File: config.mk
export PLATFORM = sky130hd
export DESIGN_NAME = dtm_split_timer
export DESIGN_NICKNAME = d
export VERILOG_FILES = /design/src/rtl/dtm_pkg.sv /design/src/rtl/dtm_edge_sync.sv /design/src/rtl/dtm_half.sv /design/src/rtl/dtm_pwm.sv /design/src/rtl/dtm_split_timer.sv
export SDC_FILE = /design/constraint.sdc
export NUM_CORES = 1
export LEC_CHECK = 0
export BUFFER_PORTS_ARGS = -buffer_cell sky130_fd_sc_hd__buf_4
export CORE_ASPECT_RATIO = 1.1
export CORE_MARGIN = 10
export CORE_UTILIZATION = 30
export CTS_BUF_LIST = sky130_fd_sc_hd__clkbuf_4 sky130_fd_sc_hd__clkbuf_8
export DETAILED_ROUTE_END_ITERATION = 10
export GPL_TIMING_DRIVEN = 1
export PLACE_DENSITY_LB_ADDON = 0.3
export SYNTH_ARGS = -nofsm -noshare
export SYNTH_HDL_FRONTEND = slang
export SYNTH_HIERARCHICAL = 1
export SYNTH_SLANG_ARGS = --single-unit
File: constraint.sdc
create_clock -name clk -period 2 [get_ports clk]
set_clock_uncertainty 0.2 [all_clocks]
set_input_delay 0.1 -clock clk [delete_from_list [all_inputs] [get_ports clk]]
set_output_delay 0.1 -clock clk [all_outputs]
set_load 0.005 [all_outputs]
File: src/rtl/dtm_pkg.sv
// Shared types for the split timer: control register layout, edge
// selection codes and write addresses. Assumes the control word fits
// in the write data width.
package dtm_pkg;
    localparam int CTRL_W = 7;

    typedef enum logic [1:0] {
        EDGE_NONE = 2'b00,
        EDGE_RISE = 2'b01,
        EDGE_FALL = 2'b10,
        EDGE_BOTH = 2'b11
    } edge_sel_e;

    typedef struct packed {
        logic      pwm_inv;
        logic      pwm_oe;
        edge_sel_e edge_sel;
        logic      cnt_mode;
        logic      run_b;
        logic      run_a;
    } ctrl_t;

    typedef enum logic [2:0] {
        ADDR_RELOAD_A = 3'd0,
        ADDR_CMP_A    = 3'd1,
        ADDR_RELOAD_B = 3'd2,
        ADDR_CMP_B    = 3'd3,
        ADDR_CTRL     = 3'd4
    } addr_e;
endpackage

File: src/rtl/dtm_edge_sync.sv
// Synchronises an asynchronous pin through STAGES flops and produces a
// one-cycle pulse on the edges picked by sel. Assumes STAGES >= 2 and
// that pin pulses last at least two clocks.
module dtm_edge_sync #(
    parameter int STAGES = 2
) (
    input  logic              clk,
    input  logic              rst_n,
    input  logic              pin,
    input  dtm_pkg::edge_sel_e sel,
    output logic              hit
);
    logic [STAGES-1:0] chain;
    logic              prev;
    logic              rise;
    logic              fall;

    // Synchroniser chain, one flop per stage.
    for (genvar g = 0; g < STAGES; g++) begin : g_sync
        if (g == 0) begin : g_first
            always_ff @(posedge clk) begin
                if (!rst_n) chain[g] <= 1'b0;
                else        chain[g] <= pin;
            end
        end else begin : g_next
            always_ff @(posedge clk) begin
                if (!rst_n) chain[g] <= 1'b0;
                else        chain[g] <= chain[g-1];
            end
        end
    end

    // Delayed copy of the synchronised level for edge detection.
    always_ff @(posedge clk) begin
        if (!rst_n) prev <= 1'b0;
        else        prev <= chain[STAGES-1];
    end

    // Edge decode filtered by the selection code.
    always_comb begin
        rise = chain[STAGES-1] & ~prev;
        fall = ~chain[STAGES-1] & prev;
        hit  = (sel[0] & rise) | (sel[1] & fall);
    end
endmodule

File: src/rtl/dtm_half.sv
// One 8-bit timer half: up-counter with reload after all-ones, a compare
// hit that only fires when compare >= reload, and sticky overflow and
// hit flags where a set wins over a clear. Assumes step is a one-cycle
// qualifier already gated by the run bit.
module dtm_half #(
    parameter int W = 8
) (
    input  logic         clk,
    input  logic         rst_n,
    input  logic         step,
    input  logic         cmp_en,
    input  logic         cap_evt,
    input  logic [W-1:0] reload,
    input  logic [W-1:0] cmp,
    input  logic         clr_ovf,
    input  logic         clr_hit,
    output logic [W-1:0] cnt,
    output logic         ovf_flag,
    output logic         hit_flag,
    output logic         wrap,
    output logic         match
);
    logic [W-1:0] nxt;
    logic         at_top;

    // Next count value and the wrap/match events of this step.
    always_comb begin
        at_top = &cnt;
        nxt    = at_top ? reload : cnt + 1'b1;
        wrap   = step & at_top;
        match  = step & cmp_en & (cmp >= reload) & (nxt == cmp);
    end

    // Count register.
    always_ff @(posedge clk) begin
        if (!rst_n)    cnt <= '0;
        else if (step) cnt <= nxt;
    end

    // Sticky overflow flag, set priority over clear.
    always_ff @(posedge clk) begin
        if (!rst_n)       ovf_flag <= 1'b0;
        else if (wrap)    ovf_flag <= 1'b1;
        else if (clr_ovf) ovf_flag <= 1'b0;
    end

    // Sticky compare/capture flag, set priority over clear.
    always_ff @(posedge clk) begin
        if (!rst_n)               hit_flag <= 1'b0;
        else if (match | cap_evt) hit_flag <= 1'b1;
        else if (clr_hit)         hit_flag <= 1'b0;
    end
endmodule

File: src/rtl/dtm_pwm.sv
// PWM shaper: level rises on a timer wrap and falls on a compare hit
// (compare wins when both coincide); output is gated and inverted.
module dtm_pwm (
    input  logic clk,
    input  logic rst_n,
    input  logic wrap,
    input  logic match,
    input  logic oe,
    input  logic inv,
    output logic level,
    output logic pwm_out
);
    // Waveform level register.
    always_ff @(posedge clk) begin
        if (!rst_n)     level <= 1'b0;
        else if (match) level <= 1'b0;
        else if (wrap)  level <= 1'b1;
    end

    // Output gating and polarity.
    always_comb pwm_out = oe & (level ^ inv);
endmodule

File: src/rtl/dtm_split_timer.sv
// Split dual 8-bit timer. The primary half is a timer, a capture timer or
// an edge counter on evt_pin. The secondary half is a timer driving a PWM
// output. Holds the configuration registers. Assumes W >= control width.
module dtm_split_timer
    import dtm_pkg::*;
#(
    parameter int W           = 8,
    parameter int SYNC_STAGES = 2
) (
    input  logic         clk,
    input  logic         rst_n,
    input  logic         tick_en,
    input  logic         evt_pin,
    input  logic         wr_en,
    input  logic [2:0]   wr_addr,
    input  logic [W-1:0] wr_data,
    input  logic [3:0]   clr_flags,
    output logic [W-1:0] cnt_a,
    output logic [W-1:0] cnt_b,
    output logic [W-1:0] cap_val,
    output logic         ovf_a,
    output logic         hit_a,
    output logic         ovf_b,
    output logic         cmp_b,
    output logic         pwm_out
);
    ctrl_t        ctrl_q;
    logic [W-1:0] rel_a;
    logic [W-1:0] cmpv_a;
    logic [W-1:0] rel_b;
    logic [W-1:0] cmpv_b;
    logic         edge_hit;
    logic         cap_mode;
    logic         step_a;
    logic         step_b;
    logic         cap_evt;
    logic         wrap_a;
    logic         match_a;
    logic         wrap_b;
    logic         match_b;
    logic         pwm_lvl;

    // Configuration register writes.
    always_ff @(posedge clk) begin
        if (!rst_n) begin
            ctrl_q <= '0;
            rel_a  <= '0;
            cmpv_a <= '0;
            rel_b  <= '0;
            cmpv_b <= '0;
        end else if (wr_en) begin
            case (addr_e'(wr_addr))
                ADDR_RELOAD_A: rel_a  <= wr_data;
                ADDR_CMP_A:    cmpv_a <= wr_data;
                ADDR_RELOAD_B: rel_b  <= wr_data;
                ADDR_CMP_B:    cmpv_b <= wr_data;
                ADDR_CTRL:     ctrl_q <= ctrl_t'(wr_data[CTRL_W-1:0]);
                default:       ;
            endcase
        end
    end

    // Mode decode and step qualifiers for both halves.
    always_comb begin
        cap_mode = (ctrl_q.edge_sel != EDGE_NONE) && !ctrl_q.cnt_mode;
        step_a   = ctrl_q.run_a & (ctrl_q.cnt_mode ? edge_hit : tick_en);
        cap_evt  = cap_mode & edge_hit;
        step_b   = ctrl_q.run_b & tick_en;
    end

    dtm_edge_sync #(.STAGES(SYNC_STAGES)) u_sync (
        .clk   (clk),
        .rst_n (rst_n),
        .pin   (evt_pin),
        .sel   (ctrl_q.edge_sel),
        .hit   (edge_hit)
    );

    dtm_half #(.W(W)) u_half_a (
        .clk      (clk),
        .rst_n    (rst_n),
        .step     (step_a),
        .cmp_en   (!cap_mode),
        .cap_evt  (cap_evt),
        .reload   (rel_a),
        .cmp      (cmpv_a),
        .clr_ovf  (clr_flags[0]),
        .clr_hit  (clr_flags[1]),
        .cnt      (cnt_a),
        .ovf_flag (ovf_a),
        .hit_flag (hit_a),
        .wrap     (wrap_a),
        .match    (match_a)
    );

    dtm_half #(.W(W)) u_half_b (
        .clk      (clk),
        .rst_n    (rst_n),
        .step     (step_b),
        .cmp_en   (1'b1),
        .cap_evt  (1'b0),
        .reload   (rel_b),
        .cmp      (cmpv_b),
        .clr_ovf  (clr_flags[2]),
        .clr_hit  (clr_flags[3]),
        .cnt      (cnt_b),
        .ovf_flag (ovf_b),
        .hit_flag (cmp_b),
        .wrap     (wrap_b),
        .match    (match_b)
    );

    // Capture register for the primary count.
    always_ff @(posedge clk) begin
        if (!rst_n)       cap_val <= '0;
        else if (cap_evt) cap_val <= cnt_a;
    end

    dtm_pwm u_pwm (
        .clk     (clk),
        .rst_n   (rst_n),
        .wrap    (wrap_b),
        .match   (match_b),
        .oe      (ctrl_q.pwm_oe),
        .inv     (ctrl_q.pwm_inv),
        .level   (pwm_lvl),
        .pwm_out (pwm_out)
    );
endmodule

==> metrics <==
Die X 135.6 µm; Filler Cell Count between 1000 and 1500; full die area 19940 µm²; Slew Limit Fails 0; worst hold path class in2reg; DR iter-0 viols ~340; final hold vios 1; PwrDens 519.0 nW/µm²; DRT Wirelength 14250 µm; vias in the first global route about 4400; initial antenna violation count 0; reg2reg end u_pwm/level; Num Clock Sinks 71; Area Growth Syn to Fin 33.84%; Place WS -228.3 ps; Clock Pin Slew Worst Setup and Hold Paths 90 ps; Final Cell Area 5898 µm²; Mapped Area approximately 4400 µm²; starting density of the core 30.63%; delay-heaviest family, CP simple AND/OR/NAND/NOR gates; critical path type reg2reg; Met2 Wirelength between 7000 and 8000 µm; DR DRC count 0; DP HPWL 10700 µm; GRT overflow 0; CTS root buf clkbuf_8; first-pass GRT wire length approximately 23000 µm; Max-Cap Viols 0; Clock Tree Buf Depth 2; layout cells sized above 1 28.83%; WP depth 9; CTS H-tree depth 3; Vias ~4400; Diodes inserted 0; RR Startpoint u_half_b/cnt[1]; DRT antenna net count 0; Synth Net Count 579; number of vias per cell ~5; total CTS buffers 9; met3 wire len ~590 µm; setup violators final 2; Reg2Reg Depth 9; Period minus WS final 2074 ps; RSZ-0062 raised after global routing true; Core Util, Final 40.99%; row count 46; Core Footprint 14390 µm²; non-filler cells, final 851; uppermost routed layer met4; CP Cell Sequence ha_4 > buf_6 > nand3b_1 > a211oi_2 > xnor2_1 > mux2i_1 > nand4_1 > nor3_2 > nor3b_1; CP bufs+invs 1; critical path fanouts, max 5; Slowest cell on crit path dfxtp_4; worst hold stages 3; synth warn 6; DRT Pass-1 Iters 4; Mapped Avg Cell Area 8.146 µm²; WHS -11.54 ps; Worst Setup End Kind register; WP data required 2070 ps; overall fraction of global-route tracks in use 14.25%; wire length on met1 6104 µm; Synth Instances 541; Final Cycle Share 103.7%; largest net degree at the start of global routing 33; CP peak stage delay 360 ps; die height 147.1 µm; Pleak 2.291 nW; crit path launch type register; max_slew headroom 59.58%; failing checks negative hold slack, negative setup slack; fin nets 692; Worst IR Drop VDD 0.3409 mV; average routed wire per standard cell 16.74 µm; min-delay src wr_data[0]; clk_lat worst skew 360 ps; GP Congestion around 0.93; CTS tree done; status finished with violations; Arrival @ worst endpoint 2140 ps; Slew @ Worst Pin around 600 ps; crit path setup slack, layout -73.99 ps; Placed Cells 816; WHS Endpoint rel_a[0]; # IOs 49; # port buffers 48; max frequency 0.4822 GHz; Worst R2R Setup Slack -70 ps; Area after DPL between 5000 and 6000 µm²
==> worst reg2reg max path: stages (launching register included) <==
cell      delay, ps
dfxtp_4         360
ha_4            180
buf_6           130
nand3b_1        180
a211oi_2        260
xnor2_1         110
mux2i_1         210
nand4_1         140
nor3_2          140
nor3b_1          60
==> layout by cell type, fill, tap and decap left out, drive strengths merged, types with 9 or more instances in the layout <==
cell and instances:
inv 29, xnor2 10, nand2 48, buf 126
dlygate4sd3 12, mux2i 15, dfxtp 71, clkbuf 10
o21ai 61, and2 9, nor2b 14, a21oi 27
nand3 58, nand4 9, ha 18, nor2 23
==> worst max path at each step <==
stage                         start     endpoint  slack, ps
floorplan           u_half_b/cnt[1]  u_pwm/level        -40
global placement    u_half_b/cnt[7]  u_pwm/level       -270
detailed placement  u_half_b/cnt[7]  u_pwm/level       -230
CTS                 u_half_b/cnt[1]  u_pwm/level        -40
global route        u_half_b/cnt[1]  u_pwm/level       -190
finish              u_half_b/cnt[1]  u_pwm/level        -70
==> flip-flops by register name, indices dropped and copies added, names as in the netlist <==
signal             cells
cap_val                8
cmpv_a                 8
cmpv_b                 8
rel_a                  8
rel_b                  8
u_half_a/cnt           8
u_half_b/cnt           8
ctrl_q                 7
u_sync/chain           2
u_half_a/hit_flag      1
u_half_a/ovf_flag      1
u_half_b/hit_flag      1
u_half_b/ovf_flag      1
u_pwm/level            1
u_sync/prev            1
==> power by group <==
| part | internal (W) | switching, W | total, W |
|---|---|---|---|
| Combinational | 0.000118 | 0.000142 | 0.000260 |
| Clock | 0.000742 | 0.000602 | 0.00134 |
| Sequential | 0.00143 | 0.0000253 | 0.00146 |
| Total | 0.00229 | 0.000769 | 0.00306 |
==> per-stage QoR <==
step / total power (W) / setup TNS, ps
detailed placement: 0.001726 / -366.8
CTS: 0.003090 / -58.31
global placement: 0.001721 / -355.4
finish: 0.003061 / -121.4
floorplan: 0.001614 / -38.61
global route: 0.003197 / -388.0
==> area by class of cell <==
cell class	instances	area [µm²]	share of cell area [%]
flip-flops and latches	71	1441	24.44
well taps	192	240.2	4.073
inverters	29	108.9	1.846
repair buffers	138	1095	18.56
clock buffers	10	137.6	2.333
clock inverters	6	93.84	1.591
multi-input cells	405	2781	47.16
==> what timing repair did <==
item,4_1_cts,5_1_grt
resized for setup,17,15
buffers inserted,4,2
pin swaps,12,2
endpoints found under the hold margin,29,0
cloned,1,0
setup endpoints to repair,3,7
hold buffers,12,0
==> per-layer routing <==
| layer | vias to the layer above | GRT usage, % |
|---|---|---|
| met5 | - | 0 |
| met4 | 0 | 3.879 |
| met3 | 20 | 3.820 |
| met2 | 81 | 24.85 |
| met1 | 2084 | 16.62 |
| li1 | 2195 | - |
No activity file was read; power rests on OpenSTA's default activity.
